**src/rtl/lp_seq_pkg.sv**
```systemverilog
package lp_seq_pkg;
  typedef enum logic [2:0] {
    ST_IDLE, ST_XFER, ST_LP, ST_WAKE_CLK, ST_WAKE, ST_DEEP, ST_REINIT
  } lp_state_e;

  typedef enum logic [1:0] {
    MODE_OFF = 2'd0, MODE_SR = 2'd1, MODE_PD = 2'd2, MODE_DEEP = 2'd3
  } lp_mode_e;

  typedef enum logic [1:0] {
    CMD_NOP = 2'd0, CMD_SRE = 2'd1, CMD_PDE = 2'd2, CMD_DPD = 2'd3
  } lp_cmd_e;
endpackage

```
**src/rtl/lp_idle_timer.sv**
```systemverilog
// Counts idle cycles while run is high; expired once the selected limit is met.
module lp_idle_timer #(
  parameter int SHORT_CYC = 64,
  parameter int LONG_CYC  = 128,
  localparam int CW = $clog2(LONG_CYC + 1)
) (
  input  logic       clk,
  input  logic       rst,
  input  logic       run,
  input  logic [1:0] sel,
  output logic       expired
);
  logic [CW-1:0] cnt;
  logic [CW-1:0] limit;

  always_comb begin
    case (sel)
      2'd0:    limit = '0;
      2'd1:    limit = CW'(SHORT_CYC);
      default: limit = CW'(LONG_CYC);   // code 3 reserved, behaves as long
    endcase
  end

  always_ff @(posedge clk) begin
    if (rst || !run) cnt <= '0;
    else if (cnt < limit) cnt <= cnt + 1'b1;
  end

  assign expired = run && (cnt >= limit);

  p_cnt_bounded_r3: assert property (@(posedge clk) disable iff (rst)
    cnt <= CW'(LONG_CYC));
endmodule

```
**src/rtl/lp_exit_timer.sv**
```systemverilog
// Counts cycles spent waking; done once the programmed delay is reached.
module lp_exit_timer #(
  parameter int DLY_W = 4
) (
  input  logic             clk,
  input  logic             rst,
  input  logic             run,
  input  logic [DLY_W-1:0] dly,
  output logic             done
);
  logic [DLY_W-1:0] cnt;

  always_ff @(posedge clk) begin
    if (rst || !run) cnt <= '0;
    else if (cnt < dly) cnt <= cnt + 1'b1;
  end

  assign done = run && (cnt >= dly);

  p_exit_step_r6: assert property (@(posedge clk) disable iff (rst)
    (run && $past(run) && !$past(done) && $past(dly) == dly) |-> cnt == $past(cnt) + 1'b1);
endmodule

```
**src/rtl/lp_pin_drv.sv**
```systemverilog
// Registers the memory-side pins from the sequencer's next state.
module lp_pin_drv
  import lp_seq_pkg::*;
(
  input  logic      clk,
  input  logic      rst,
  input  lp_state_e state_q,
  input  lp_state_e state_d,
  input  lp_mode_e  kind_d,
  input  logic      freeze,
  output logic      cke,
  output logic      mclk_en,
  output lp_cmd_e   cmd,
  output logic      busy,
  output logic      reinit
);
  always_ff @(posedge clk) begin
    if (rst) begin
      cke     <= 1'b1;
      mclk_en <= 1'b1;
      cmd     <= CMD_NOP;
      busy    <= 1'b0;
      reinit  <= 1'b0;
    end else begin
      cke <= !(state_d == ST_LP || state_d == ST_WAKE_CLK || state_d == ST_DEEP);
      case (state_d)
        ST_LP:   mclk_en <= (kind_d == MODE_PD) && !freeze;
        ST_DEEP: mclk_en <= 1'b0;
        default: mclk_en <= 1'b1;
      endcase
      cmd <= CMD_NOP;
      if (state_d != state_q) begin
        if (state_d == ST_LP)        cmd <= (kind_d == MODE_SR) ? CMD_SRE : CMD_PDE;
        else if (state_d == ST_DEEP) cmd <= CMD_DPD;
      end
      busy   <= (state_d == ST_XFER);
      reinit <= (state_d == ST_REINIT);
    end
  end

  p_cmd_pulse_r3: assert property (@(posedge clk) disable iff (rst)
    cmd != CMD_NOP |=> cmd == CMD_NOP);
  p_entry_cke_low_r4: assert property (@(posedge clk) disable iff (rst)
    cmd != CMD_NOP |-> !cke);
endmodule

```
**src/rtl/lp_entry_seq.sv**
```systemverilog
module lp_entry_seq
  import lp_seq_pkg::*;
#(
  parameter int SHORT_IDLE = 64,
  parameter int LONG_IDLE  = 128,
  parameter int DLY_W      = 4
) (
  input  logic             clk,
  input  logic             rst,
  input  logic [1:0]       lp_mode_i,
  input  logic [1:0]       idle_sel_i,
  input  logic             clk_freeze_i,
  input  logic [DLY_W-1:0] exit_dly_i,
  input  logic             req_i,
  input  logic             xfer_done_i,
  output logic             grant_o,
  output logic             busy_o,
  output logic             cke_o,
  output logic             mclk_en_o,
  output logic [1:0]       cmd_o,
  output logic             reinit_o
);
  lp_state_e state_q, state_d;
  lp_mode_e  kind_q, kind_d, mode;
  lp_cmd_e   cmd_q;
  logic      grant_d, idle_exp, exit_done;

  assign mode = lp_mode_e'(lp_mode_i);

  lp_idle_timer #(.SHORT_CYC(SHORT_IDLE), .LONG_CYC(LONG_IDLE)) u_idle (
    .clk(clk), .rst(rst), .run(state_q == ST_IDLE), .sel(idle_sel_i), .expired(idle_exp));

  lp_exit_timer #(.DLY_W(DLY_W)) u_exit (
    .clk(clk), .rst(rst), .run(state_q == ST_WAKE), .dly(exit_dly_i), .done(exit_done));

  always_comb begin
    state_d = state_q;
    kind_d  = kind_q;
    grant_d = 1'b0;
    case (state_q)
      ST_IDLE: begin
        if (req_i) begin
          state_d = ST_XFER;
          grant_d = 1'b1;
        end else if (idle_exp && mode != MODE_OFF) begin
          kind_d  = mode;
          state_d = (mode == MODE_DEEP) ? ST_DEEP : ST_LP;
        end
      end
      ST_XFER:     if (xfer_done_i) state_d = ST_IDLE;
      ST_LP:       if (req_i || mode != kind_q)
                     state_d = (kind_q == MODE_SR) ? ST_WAKE_CLK : ST_WAKE;
      ST_WAKE_CLK: state_d = ST_WAKE;
      ST_WAKE: begin
        if (exit_done) begin
          if (req_i) begin
            state_d = ST_XFER;
            grant_d = 1'b1;
          end else begin
            state_d = ST_IDLE;
          end
        end
      end
      ST_DEEP:     if (mode != MODE_DEEP) state_d = ST_REINIT;
      ST_REINIT:   state_d = ST_REINIT;
      default:     state_d = ST_IDLE;
    endcase
  end

  always_ff @(posedge clk) begin
    if (rst) begin
      state_q <= ST_IDLE;
      kind_q  <= MODE_OFF;
      grant_o <= 1'b0;
    end else begin
      state_q <= state_d;
      kind_q  <= kind_d;
      grant_o <= grant_d;
    end
  end

  lp_pin_drv u_pins (
    .clk(clk), .rst(rst), .state_q(state_q), .state_d(state_d), .kind_d(kind_d),
    .freeze(clk_freeze_i), .cke(cke_o), .mclk_en(mclk_en_o), .cmd(cmd_q),
    .busy(busy_o), .reinit(reinit_o));

  assign cmd_o = cmd_q;

  p_off_no_entry_r2: assert property (@(posedge clk) disable iff (rst)
    (state_q == ST_IDLE && mode == MODE_OFF) |=> (cmd_o == 2'd0 && cke_o));
  p_busy_cke_r9: assert property (@(posedge clk) disable iff (rst)
    busy_o |-> (cke_o && cmd_o == 2'd0));
  p_grant_pulse_r13: assert property (@(posedge clk) disable iff (rst)
    grant_o |=> !grant_o);
  p_grant_after_cke_r7: assert property (@(posedge clk) disable iff (rst)
    grant_o |-> $past(cke_o));
  p_clk_before_cke_r6: assert property (@(posedge clk) disable iff (rst)
    ($rose(cke_o) && kind_q == MODE_SR) |-> $past(mclk_en_o));
  p_reinit_no_grant_r11: assert property (@(posedge clk) disable iff (rst)
    reinit_o |-> (!grant_o && !busy_o));
endmodule

```
**config.mk**
```make
export PLATFORM = sky130hd
export DESIGN_NAME = lp_entry_seq
export DESIGN_NICKNAME = d
export VERILOG_FILES = /design/src/rtl/lp_seq_pkg.sv /design/src/rtl/lp_idle_timer.sv /design/src/rtl/lp_exit_timer.sv /design/src/rtl/lp_pin_drv.sv /design/src/rtl/lp_entry_seq.sv
export SDC_FILE = /design/constraint.sdc
export NUM_CORES = 1
export LEC_CHECK = 0
export BUFFER_PORTS_ARGS = -buffer_cell sky130_fd_sc_hd__buf_4
export CAP_MARGIN = 5
export CORE_UTILIZATION = 50
export CTS_CLUSTER_SIZE = 30
export DETAILED_ROUTE_END_ITERATION = 10
export HOLD_SLACK_MARGIN = 0.02
export PLACE_DENSITY = 0.76
export SLEW_MARGIN = 15
export SYNTH_ARGS = -nofsm -noshare
export SYNTH_HDL_FRONTEND = slang
export SYNTH_SLANG_ARGS = --single-unit
export TNS_END_PERCENT = 100
```
**constraint.sdc**
```tcl
create_clock -name clk -period 2.31 [get_ports clk]
set_input_delay 0.462 -clock clk [delete_from_list [all_inputs] [get_ports clk]]
set_output_delay 0.462 -clock clk [all_outputs]
set_load 0.02 [all_outputs]
```
Word level (Yosys, flattened, before mapping)
Index checks and enable logic that the tools add are counted.
{ "op_classes": {"n_reduce_logical": 17, "add_sub_neg": 2, "div_mod_pow": 0, "n_shift": 0, "magnitude_cmp": 4, "mul": 0, "eq_ne": 19, "n_bitwise": 1, "n_mux": 21} }
{ "ops": {"columns": ["operator", "count"], "rows": [
  ["2-to-1 mux 3 bit", 8],
  ["case mux 3 bit (7 select lines)", 1],
  ["case mux 8 bit (2 select lines)", 1],
  ["== test 3 bit, second input constant", 5],
  ["== test 3 x 2 -> 1 bit, second input constant", 4],
  ["2-to-1 mux 2 bit", 6],
  ["adder 8 x 1 -> 8 bit, second input constant", 1],
  [">= comparator 8 bit", 1],
  ["less-than comparator 8 bit", 1],
  ["== test 2 x 1 -> 1 bit, second input constant", 3],
  ["== test 3 x 1 -> 1 bit, second input constant", 2],
  ["logical OR 1 bit", 5],
  ["adder 4 x 1 -> 4 bit, second input constant", 1],
  ["== test 2 bit, second input constant", 2],
  [">= comparator 4 bit", 1],
  ["logical AND 1 bit", 4],
  ["logical NOT 1 bit", 4],
  ["less-than comparator 4 bit", 1],
  ["case mux 1 bit (2 select lines)", 2],
  ["logical NOT 3 bit", 1],
  ["2-to-1 mux 1 bit", 3],
  ["inequality test 3 bit", 1],
  ["logical NOT 2 bit", 1],
  ["inequality test 2 bit", 1],
  ["other kinds (4)", 4]
]} }
{ "totals": {"word_cells": 74, "inputBits": 13, "memories": 0, "mem_bits_rw": 0, "ff_bits": 24, "latchBits": 0, "romBits": 0} }

Depth between registers and ports, before layout
Gate-level depths: netlist (run 1).
{ "logic_depth": {"depth_word": 12, "depth_mapped": 8, "depth_no_buf": 8} }

Hierarchy
Synthesis (run 1) repeated with hierarchy kept, for this count alone.
{ "unflattened": {"hier_cells": 182, "hier_area_um2": 1565.3} }
{ "modules_own_cells": {"columns": ["mod", "cells_each", "instances", "seq_area_each_um2", "area_per_inst_um2"], "rows": [
  ["lp_idle_timer", 59, 1, 160.2, 509.2],
  ["lp_entry_seq", 62, 1, 120.1, 484.2],
  ["lp_exit_timer", 37, 1, 80.1, 316.6],
  ["lp_pin_drv", 24, 1, 120.1, 255.2]
]} }

Worst setup path before layout (run 1)
No wires, ideal clock.
{ "synth_path": {"kind": "input-to-reg", "start": "in idle_sel_i[0]", "end": "reg u_pins.cmd[0]", "setup_slack_ps": 132, "stages": 8, "arrival_time_ps": 2048, "required_time_ps": 2181, "path_cell_list": "nor2b_1 ha_1 and4b_1 a221o_1 and2_1 a32o_1 o311ai_2 a2bb2oi_1"} }
{ "synth_via": {"elab_chain_len": 11, "elab_cells_between_ends": 21, "classes_between": "order compare (1); eq/ne (5); mux (10); bitwise (1); reduce/logical (4)"} }
{ "synth_lines": {"columns": ["item", "line", "rtl"], "rows": [
  ["start: declaration", "lp_entry_seq.sv:11", "input logic [1:0] idle_sel_i,"],
  ["== test 2 x 1 -> 1 bit / logical NOT 2 bit (equally long branches)", "lp_idle_timer.sv:17", "case (sel)"],
  ["case mux 8 bit (2 select lines) *", "lp_idle_timer.sv:17", null],
  [">= comparator 8 bit *", "lp_idle_timer.sv:29", "assign expired = run && (cnt >= limit);"],
  ["logical AND 1 bit *", "lp_idle_timer.sv:29", null],
  ["logical AND 1 bit *", "lp_entry_seq.sv:45", "end else if (idle_exp && mode != MODE_OFF) begin"],
  ["2-to-1 mux 3 bit / 2-to-1 mux 2 bit (equally long branches)", "lp_entry_seq.sv:45", null],
  ["2-to-1 mux 3 bit / 2-to-1 mux 2 bit (equally long branches)", "lp_entry_seq.sv:42", "if (req_i) begin"],
  ["case mux 3 bit (7 select lines) / 2-to-1 mux 2 bit (equally long branches)", "lp_entry_seq.sv:40", "case (state_q)"],
  ["== test 3 bit (tied with other cells)", "lp_pin_drv.sv:34", "else if (state_d == ST_DEEP) cmd <= CMD_DPD;"],
  ["2-to-1 mux 2 bit (tied with other cells)", "lp_pin_drv.sv:34", null],
  ["2-to-1 mux 2 bit / OR reduction 2 bit (equally long branches)", null, null],
  ["end signal: assignment", "lp_pin_drv.sv:33", "if (state_d == ST_LP) cmd <= (kind_d == MODE_SR) ? CMD_SRE : CMD_PDE;"],
  ["end: declaration", "lp_pin_drv.sv:13", "output lp_cmd_e cmd,"]
]} }
Mark *: on every way between the ends. The rest lies on a longest branch, timed or not.
A chain may end at the register's enable or synchronous reset.

Worst setup path after layout (run 1)
{ "layout_path": {"start": "reg u_exit.cnt[0]", "end": "reg u_pins.cmd[1]"} }
{ "layout_via": {"elab_chain_len": 7, "elab_cells_between_ends": 11, "classes_between": "order compare (1); eq/ne (3); mux (4); bitwise (1); reduce/logical (2)"} }
{ "layout_lines": {"columns": ["item", "line", "rtl"], "rows": [
  ["start: declaration", "lp_exit_timer.sv:11", "logic [DLY_W-1:0] cnt;"],
  ["start signal: assignment", "lp_exit_timer.sv:15", "else if (cnt < dly) cnt <= cnt + 1'b1;"],
  [">= comparator 4 bit *", "lp_exit_timer.sv:18", "assign done = run && (cnt >= dly);"],
  ["logical AND 1 bit *", "lp_exit_timer.sv:18", null],
  ["2-to-1 mux 3 bit *", "lp_entry_seq.sv:55", "if (exit_done) begin"],
  ["case mux 3 bit (7 select lines) *", "lp_entry_seq.sv:40", null],
  ["== test 3 bit / inequality test 3 bit (equally long branches)", "lp_pin_drv.sv:34, lp_pin_drv.sv:32", null],
  ["2-to-1 mux 2 bit / NOT 1 bit (equally long branches)", null, null],
  ["2-to-1 mux 2 bit / OR reduction 2 bit (equally long branches)", null, null]
]} }
Marks and branches as above.

==> results of run 1 <==
[worst paths after layout]
kind                               startpoint            end  slack, ps  cells after the start
worst max-delay path            u_exit.cnt[0]  u_pins.cmd[1]        210                      9
worst max register to register  u_exit.cnt[0]  u_pins.cmd[1]        210                      9
worst min-delay path                      rst     state_q[1]        410                      2
worst min register to register  u_exit.cnt[1]  u_exit.cnt[1]        550                      2
[worst register-to-register path, stage by stage (launching register included)]
cell and delay, ps:
dfxtp_2 380, inv_1 50, ha_1 250, nand2b_1 170
a2111oi_2 360, buf_4 170, o311ai_0 120, o211a_1 200
a21oi_4 170, a2bb2oi_1 170
[cells by family (layout without fill, tap and decap cells)]
group,Yosys count,after routing
compound gates,40,40
xor+xnor,12,12
fa+ha+maj,9,9
buf+inv,21,44
flops,24,24
mux,1,1
simple gates,72,72
[metal layers]
metal	up-vias	GRT usage, %	wire (um)
met5	-	0	0
met4	0	8.01	42
met3	5	3.17	112
met2	20	31.2	1420
met1	640	25.2	1470
li1	679	-	-
[synth_stat cells, types with 5 or more instances]
library cell   n
dfxtp_1       24
nor2_1        22
inv_1         14
nand2_1       12
nand3_1       10
ha_1           9
a21oi_1        6
o21ai_0        6
xnor2_1        6
xor2_1         6
o21a_1         5
[placed cells by master, fill, tap and decap left out, types with 3 or more instances in the layout]
cell and count:
nor2_1 22, o21a_1 5, a21oi_1 6, nor3_1 3, buf_4 27, dfxtp_1 23, inv_1 14, xnor2_1 6
nand3_1 10, o21ai_0 6, nand4_1 4, nand2_1 12, xor2_1 6, nor2b_1 4, clkbuf_4 3, ha_1 9
[flip-flops by register name (all words and copies together), names as in the netlist]
register and flops:
u_pins.cke 1, state_q 3, u_pins.reinit 1, kind_q 2
u_pins.mclk_en 1, u_pins.cmd 2, u_pins.busy 1, grant_o 1
u_idle.cnt 8, u_exit.cnt 4
[power groups by stage]
stage / Clock, W / Sequential (W) / Combinational, W
6_report: 0.000177 / 0.000471 / 0.000298
5_1_grt: 0.000203 / 0.000474 / 0.000324
4_1_cts: 0.000186 / 0.000470 / 0.000296
3_5_place_dp: 0 / 0.000479 / 0.000295
3_3_place_gp: 0 / 0.000477 / 0.000289
2_1_floorplan: 0 / 0.000479 / 0.000214
[final cells by class]
type                            instances  area (um2)
Multi-Input combinational cell        134         958
Inverter                               14        52.6
Sequential cell                        24         482
Clock buffer                            3        22.5
Fill cell                             254        1070
Tap cell                               31        38.8
Timing Repair Buffer                   27         203
[through the flow]
stage               area, um2  total power (W)  worst slack [ps]  hold WS [ps]
floorplan                1540         0.000693               132           483
global placement         1730         0.000766             -37.5           509
detailed placement       1730         0.000774             -59.4           525
CTS                      1750         0.000952              55.1           396
global route             1760          0.00100              30.9           398
finish                   1760         0.000946               213           414
[what timing repair did]
action	in CTS	in global routing
gates resized for setup	0	3
endpoints found under the setup margin	0	4
setup buffers	0	0
==> impl_metrics.toml, run 1 <==
[status]
outcome = "finished, violations left"
violations = "design-rule violations"

[clocking]
cts_tree = "yes"
clk_pin_slew_ps = 120
root_buffer = "clkbuf_4"
clockBufferDepth = 2
clock_sinks = 24
clkLatencyLatePin_ps = 310
cts_buffers = 3
ctsHoldBuffers = 0
h-tree-depth = 1

[finish]
layout-drive-gt1-share_pct = 22.3
fin_util_pct = 62.1
fin_nets = 226
stdcell_count = 233
n_antenna_cell = 0
syn2layout_area_growth_pct = 13.8

[synth]
synthAdderAreaFrac_pct = 7.29
syn_area_um2 = 1540
synth_xor_area_share_pct = 6.81
synth_top_family_by_area = "simple AND/OR/NAND/NOR gates"
avgSynthCellArea_um2 = 8.63
muxShareOfSynthArea_pct = 0.648
synth_cell_types = 49
netlist.area_leader.share_pct = 31.1
yosys_register_bits = 24
synth_nets = 201
synth_ff_type = "dfxtp_1"
synth_top_area_cell = "dfxtp_1"
synth_warnings = 0
seq_area_frac_synth_pct = 31.1
yosys.area_share.simple_pct = 25.4
synth-compound-area-share_pct = 21.5
synth-edff-count = 0
syn_inst = 179
synthArstFlopShare_pct = 0
synth.area.top_cells = "dfxtp_1, ha_1, nor2_1, inv_1, xnor2_1"

[global_routing]
antenna_found_initial = 0
grt-ovfl-total = 0
grt_usage_pct = 19.2
grt_max_degree = 13
grt_pass1_vias = 1198
grt_pass1_wl_mm = 5.01

[floorplanning]
initial_core_util_pct = 54.6
chipHeight_um = 57.6
ioPinCount = 20
die-area_um2 = 3310
floorplan.die.width_um = 57.6
core_region_area_um2 = 2830
rows = 19

[sta]
rsz0062_at_grt = "false"
tns_ps = 0
drv_slew = 0
hold_violations = 0
period_share_pct = 90.8
post-route-min-period_ps = 2100
finalSetupViolations = 0
slew_headroom_pct = 72.5
timing.fmax_mhz = 477
tightestPinTransition_ps = 413
fin_skew_ps = 11.0

[critical_path]
crit_required_ps = 2560
critPathLaunchType = "flop"
max_stage_delay_ps = 380
crit_slowest_cell = "dfxtp_2"
crit_buf_inv = 2
worstPathCellList = "inv_1 -> ha_1 -> nand2b_1 -> a2111oi_2 -> buf_4 -> o311ai_0 -> o211a_1 -> a21oi_4 -> a2bb2oi_1"
end_kind = "flop"
crit_path_max_fanout = 4
critical_path_class = "reg2reg"
cpLargestDelayFamily = "compound AO/OA/AOI/OAI gates"
crit_arrival_ps = 2350

[worst_hold_path]
hold_class = "in2reg"

[drt]
routed_wl_mm = 3.04
postRouteAntennaNets = 0
wl_per_cell_um = 13.1
dr.first_iter.drc_count = 53
avgViaCountPerCell = 5.77
first_pass_iters = 7
vias = 1344
drc_errors = 2

[power]
p_int_w = 0.000642
peakVddDrop_mv = 0.313
pwr-share-comb_pct = 31.5
pwr-share-seq_pct = 49.8
sw_frac_of_total_pct = 32.1
p_leak_nw = 0.715
clkPwrFrac_pct = 18.7
switchingPower_w = 0.000303
power.density_nw_per_um2 = 538

[place]
io_buffers = 19
dpl.hpwl_mm = 2.36
gp_congestion = 0.820
placedCellCount = 230

[run]
maxCapViolCount = 0
(Power assumes the default switching activity.)
==> run 2: changes to the inputs <==
--- a/config.mk
+++ b/config.mk
@@ -8,6 +8,7 @@
 export BUFFER_PORTS_ARGS = -buffer_cell sky130_fd_sc_hd__buf_4
 export CAP_MARGIN = 5
 export CORE_UTILIZATION = 50
+export CTS_BUF_LIST = sky130_fd_sc_hd__clkbuf_16
 export CTS_CLUSTER_SIZE = 30
 export DETAILED_ROUTE_END_ITERATION = 10
 export HOLD_SLACK_MARGIN = 0.02
==> run 2 against run 1 <==
Effect of this change: the run still ends with design-rule violations left; total power up 19%; clock skew down 4.8 ps; first-iteration DRC count up 9.4%; largest power group unchanged.
==> impl_metrics.toml, run 2 (same netlist as run 1, synthesis figures left out) <==
[floorplanning]
chipHeight_um = 57.6
rows = 19
initial_core_util_pct = 54.6
core_region_area_um2 = 2830
die-area_um2 = 3310
floorplan.die.width_um = 57.6
ioPinCount = 20

[finish]
layout_commonest_cell = "buf_4"
n_antenna_cell = 0
syn2layout_area_growth_pct = 17.2
final_cell_mix = "buf_4, dfxtp_1, nor2_1"
top_regs = "u_idle.cnt (8), u_exit.cnt (4), state_q (3)"
top_register = "u_idle.cnt"
fin_nets = 226
layout-drive-gt1-share_pct = 22.3
largest_register_ffs = 8
fin_area_um2 = 1810

[global_routing]
gr-usage-met2_pct = 33.1
grt.met1_usage_pct = 25.4
antenna_found_initial = 0
grt_usage_pct = 19.5
grt_max_degree = 13
met3_usage_pct = 2.49
grt-ovfl-total = 0
grt.busiest_layer = "met2"
grt_pass1_vias = 1220
grt_pass1_wl_mm = 5.10

[place]
dpl.hpwl_mm = 2.36
io_buffers = 19
dp_slack_ps = -59.4
gp_congestion = 0.820
dpl_cell_area_um2 = 1730

[sta]
period_share_pct = 90.9
tightestPinTransition_ps = 400
timing.fmax_mhz = 476
post-route-min-period_ps = 2100
rsz0062_at_grt = "false"
finalSetupViolations = 0
drv_slew = 0
slew_headroom_pct = 73.3
hold_violations = 0
tns_ps = 0
setup_ws_ps = 210
fin_skew_ps = 6.17

[power]
sw_frac_of_total_pct = 28.3
power.density_nw_per_um2 = 624
p_int_w = 0.000810
pwr-share-seq_pct = 41.7
p_leak_nw = 0.738
switchingPower_w = 0.000319
pwr-share-comb_pct = 26.4
clkPwrFrac_pct = 32.0
peakVddDrop_mv = 0.366

[clocking]
clkLatencyLatePin_ps = 250
clock_sinks = 24
cts_tree = "yes"
h-tree-depth = 1
ctsHoldBuffers = 0
clockBufferDepth = 2
postCtsSetupBuffers = 0
root_buffer = "clkbuf_16"
cts_buffers = 3
clk_pin_slew_ps = 60

[critical_path]
crit_arrival_ps = 2230
crit_required_ps = 2440
reg2reg_depth = 8
startpoint = "idle_sel_i[0]"
crit_path_max_fanout = 3
r2r-start = "u_idle.cnt[6]"
critical_path_class = "in2reg"
critPathLaunchType = "input pin"
r2r_slack_ps = 210
end_kind = "flop"

[drt]
avgViaCountPerCell = 5.73
drc_errors = 2
wl_per_cell_um = 13.1
vias = 1336
dr.first_iter.drc_count = 58
postRouteAntennaNets = 0
routed_wl_mm = 3.05
first_pass_iters = 7

[status]
violations = "design-rule violations"
outcome = "finished, violations left"

[worst_hold_path]
worstHoldPathCells = 2
hold_class = "in2reg"
holdCritStartpoint = "rst"

[run]
maxCapViolCount = 0
==> run 2: cell counts in the layout (fill, tap and decap cells not counted) <==
Identical to the previous run, type by type.
==> run 2: metal layers <==
metal  wire, um  vias to the layer above
li1           -                      677
met1       1450                      631
met2       1480                       23
met3         81                        5
met4         38                        0
met5          0                        -
==> run 2: critical path: stages <==
cell and delay (ps):
buf_4 100, nor2b_1 120, ha_1 260, and4b_1 170, a221o_1 310, and2_1 170, a32o_1 230, o311ai_2 310
a2bb2oi_1 100
==> run 2: path summary, 6_finish.rpt <==
| kind | to |
|---|---|
| setup / recovery | u_pins.cmd[0] |
| hold / removal | state_q[1] |
| setup reg to reg | u_pins.cmd[0] |
| hold reg to reg | u_exit.cnt[3] |
==> run 2: through the flow <==
stage / std cells / utilization [%] / total power (W) / hold slack (ps)
after global routing: 233 / 64.0 / 0.00119 / 491
after global placement: 230 / 61.0 / 0.000766 / 509
final: 233 / 64.0 / 0.00113 / 482
after detailed placement: 230 / 61.0 / 0.000774 / 525
after CTS: 233 / 63.7 / 0.00114 / 476
after floorplan: 179 / - / 0.000693 / 483
==> run 2: repair_timing <==
item | in CTS | in global routing
endpoints found under the setup margin | 0 | 4
resized for setup | 0 | 3
endpoints found under the hold margin | 0 | 0
==> run 2: area by class of cell <==
class / count / area (um2)
fillers: 245 / 1020
inverters: 14 / 52.6
repair buffers: 27 / 203
clock buffers: 3 / 75.1
multi-input cells: 134 / 958
well taps: 31 / 38.8
flip-flops and latches: 24 / 482
==> run 2: power groups by stage <==
stage	registers, W	clock network (W)	logic [W]
after global placement	0.000477	0	0.000289
after CTS	0.000470	0.000370	0.000297
after global routing	0.000474	0.000387	0.000325
after detailed placement	0.000479	0	0.000295
after floorplan	0.000479	0	0.000214
final	0.000471	0.000361	0.000298
==> run 3: changes to the inputs <==
--- a/config.mk
+++ b/config.mk
@@ -5,6 +5,7 @@
 export SDC_FILE = /design/constraint.sdc
 export NUM_CORES = 1
 export LEC_CHECK = 0
+export ABC_CLOCK_PERIOD_IN_PS = 2430
 export BUFFER_PORTS_ARGS = -buffer_cell sky130_fd_sc_hd__buf_4
 export CAP_MARGIN = 5
 export CORE_UTILIZATION = 50
@@ -12,7 +13,7 @@
 export CTS_CLUSTER_SIZE = 30
 export DETAILED_ROUTE_END_ITERATION = 10
 export HOLD_SLACK_MARGIN = 0.02
-export PLACE_DENSITY = 0.76
+export PLACE_DENSITY = 0.74
 export SLEW_MARGIN = 15
 export SYNTH_ARGS = -nofsm -noshare
 export SYNTH_HDL_FRONTEND = slang
==> constraint.sdc (replaced) <==
create_clock -name clk -period 2.43 [get_ports clk]
set_input_delay 0.486 -clock clk [delete_from_list [all_inputs] [get_ports clk]]
set_output_delay 0.486 -clock clk [all_outputs]
set_load 0.02 [all_outputs]
==> run 3 against run 2 <==
Effect of this change: the run still ends with design-rule violations left; critical path type is now reg2reg; highest routed layer unchanged; first-iteration DRC count decreased by 31%; design area decreased by 2.4%; die area unchanged; sequential share of layout area increased by 0.59 points; global-route usage increased by 1.6 points; critical path depth decreased by 1.
==> impl_metrics.toml, run 3 (same netlist as run 1, synthesis figures left out) <==
[critical_path]
cpLargestDelayFamily = "compound AO/OA/AOI/OAI gates"
cp.depth = 8
r2r_slack_ps = 220
worstPathCellList = "inv_1 -> ha_1 -> nand2b_1 -> a2111oi_1 -> o311ai_0 -> o211a_1 -> a21oi_4 -> a2bb2oi_1"
crit_slowest_cell = "a2111oi_1"
end_kind = "flop"
crit_required_ps = 2610
startpoint = "u_exit.cnt[0]"
reg2reg_depth = 8
max_stage_delay_ps = 480
crit_path_max_fanout = 4
cp-endpoint = "u_pins.cmd[1]"
crit_buf_inv = 1
critPathLaunchType = "flop"
critical_path_class = "reg2reg"
reg2reg_to = "u_pins.cmd[1]"
crit_arrival_ps = 2390
r2r-start = "u_exit.cnt[0]"

[finish]
n_antenna_cell = 0
ff_latch_area_um2 = 480
final_cell_mix = "dfxtp_1, nor2_1, buf_4"
multiInputGateArea_um2 = 953
fin_nets = 221
syn2layout_area_growth_pct = 14.3
layout_commonest_cell = "dfxtp_1"
layout-drive-gt1-share_pct = 19.3
top_register = "u_idle.cnt"
largest_register_ffs = 8
fin_area_um2 = 1770
top_regs = "u_idle.cnt (8), u_exit.cnt (4), state_q (3)"
n_fill_cell = 232

[sta]
tns_ps = 0
drv_slew = 0
post-route-min-period_ps = 2210
hold_violations = 0
setup_ws_ps = 220
tightestPinTransition_ps = 509
fin_skew_ps = 2.06
timing.fmax_mhz = 452
whs_ps = 497
finalSetupViolations = 0
period_share_pct = 90.9
rsz0062_at_grt = "false"
slew_headroom_pct = 66.0

[global_routing]
grt_pass1_wl_mm = 5.35
grt_pass1_vias = 1280
antenna_found_initial = 0
grt_usage_pct = 21.1
grt-ovfl-total = 0
grt_max_degree = 13

[drt]
routed_wl_mm = 3.01
wl_met3_um = 112
drc_errors = 1
first_pass_iters = 7
wl_per_cell_um = 13.2
avgViaCountPerCell = 5.84
vias = 1331
dr.first_iter.drc_count = 40
postRouteAntennaNets = 0
wl_met1_mm = 1.38
highest_layer = "met4"
dr_wl_met2_mm = 1.43

[place]
gp_congestion = 0.844
io_buffers = 19
dp_slack_ps = -29.2
dpl.hpwl_mm = 2.33
dpl_cell_area_um2 = 1690

[power]
p_total_w = 0.00106
power.density_nw_per_um2 = 601
peakVddDrop_mv = 0.382
p_leak_nw = 0.712

[clocking]
cts_tree = "yes"
clkLatencyLatePin_ps = 250
postCtsSetupBuffers = 0
ctsResizeCount = 0
clk_pin_slew_ps = 60
clockBufferDepth = 2
ctsHoldBuffers = 0
h-tree-depth = 1
cts_buffers = 3
root_buffer = "clkbuf_16"
clock_sinks = 24

[floorplanning]
ioPinCount = 20
core_region_area_um2 = 2830
rows = 19
die-area_um2 = 3310
chipHeight_um = 57.6
floorplan.die.width_um = 57.6
initial_core_util_pct = 54.6

[status]
outcome = "finished, violations left"
violations = "design-rule violations"

[worst_hold_path]
hold_class = "in2reg"

[run]
maxCapViolCount = 0
run 3: cell types whose count changed in the layout (fill, tap and decap cells not counted), sizes merged:
cell	previous run	this run
buf	27	22
run 3: power breakdown:
| group | internal, W | total [W] | switching (W) |
|---|---|---|---|
| registers | 0.000419 | 0.000449 | 0.0000298 |
| logic | 0.000125 | 0.000269 | 0.000145 |
| clock network | 0.000217 | 0.000343 | 0.000125 |
| total | 0.000761 | 0.00106 | 0.000300 |
run 3: worst reg2reg max path: cells and delay by family, from the launching register on:
family / cells / cell delay (ps)
compound gates: 5 / 1270
flops: 1 / 390
fa+ha+maj: 1 / 260
simple gates: 1 / 150
buf+inv: 1 / 70
run 3: layout make-up:
| type | count | share of cell area [%] |
|---|---|---|
| sequential | 24 | 27.2 |
| timing repair buffer | 22 | 9.36 |
| tap | 31 | 2.20 |
| multi-input combinational | 134 | 54.0 |
| inverter | 14 | 2.98 |
| clock buffer | 3 | 4.25 |
run 3: how the worst min path moves through the flow:
stage / start / end / depth (start not counted)
6_report: rst / state_q[1] / 2
3_5_place_dp: u_exit.cnt[3] / u_exit.cnt[3] / 2
2_1_floorplan: u_idle.cnt[7] / u_idle.cnt[7] / 2
4_1_cts: rst / state_q[1] / 2
3_3_place_gp: u_idle.cnt[7] / u_idle.cnt[7] / 2
5_1_grt: rst / state_q[1] / 2
run 3: layer usage:
layer	vias to the layer above	GRT usage, %
met5	-	0
met4	0	11.1
met2	27	34.9
met1	624	25.9
met3	9	4.08
li1	671	-
run 3: per-stage QoR:
step	util (%)	cells
detailed placement	59.7	225
global placement	59.7	225
global route	62.4	228
finish	62.4	228
floorplan	-	179
CTS	62.4	228
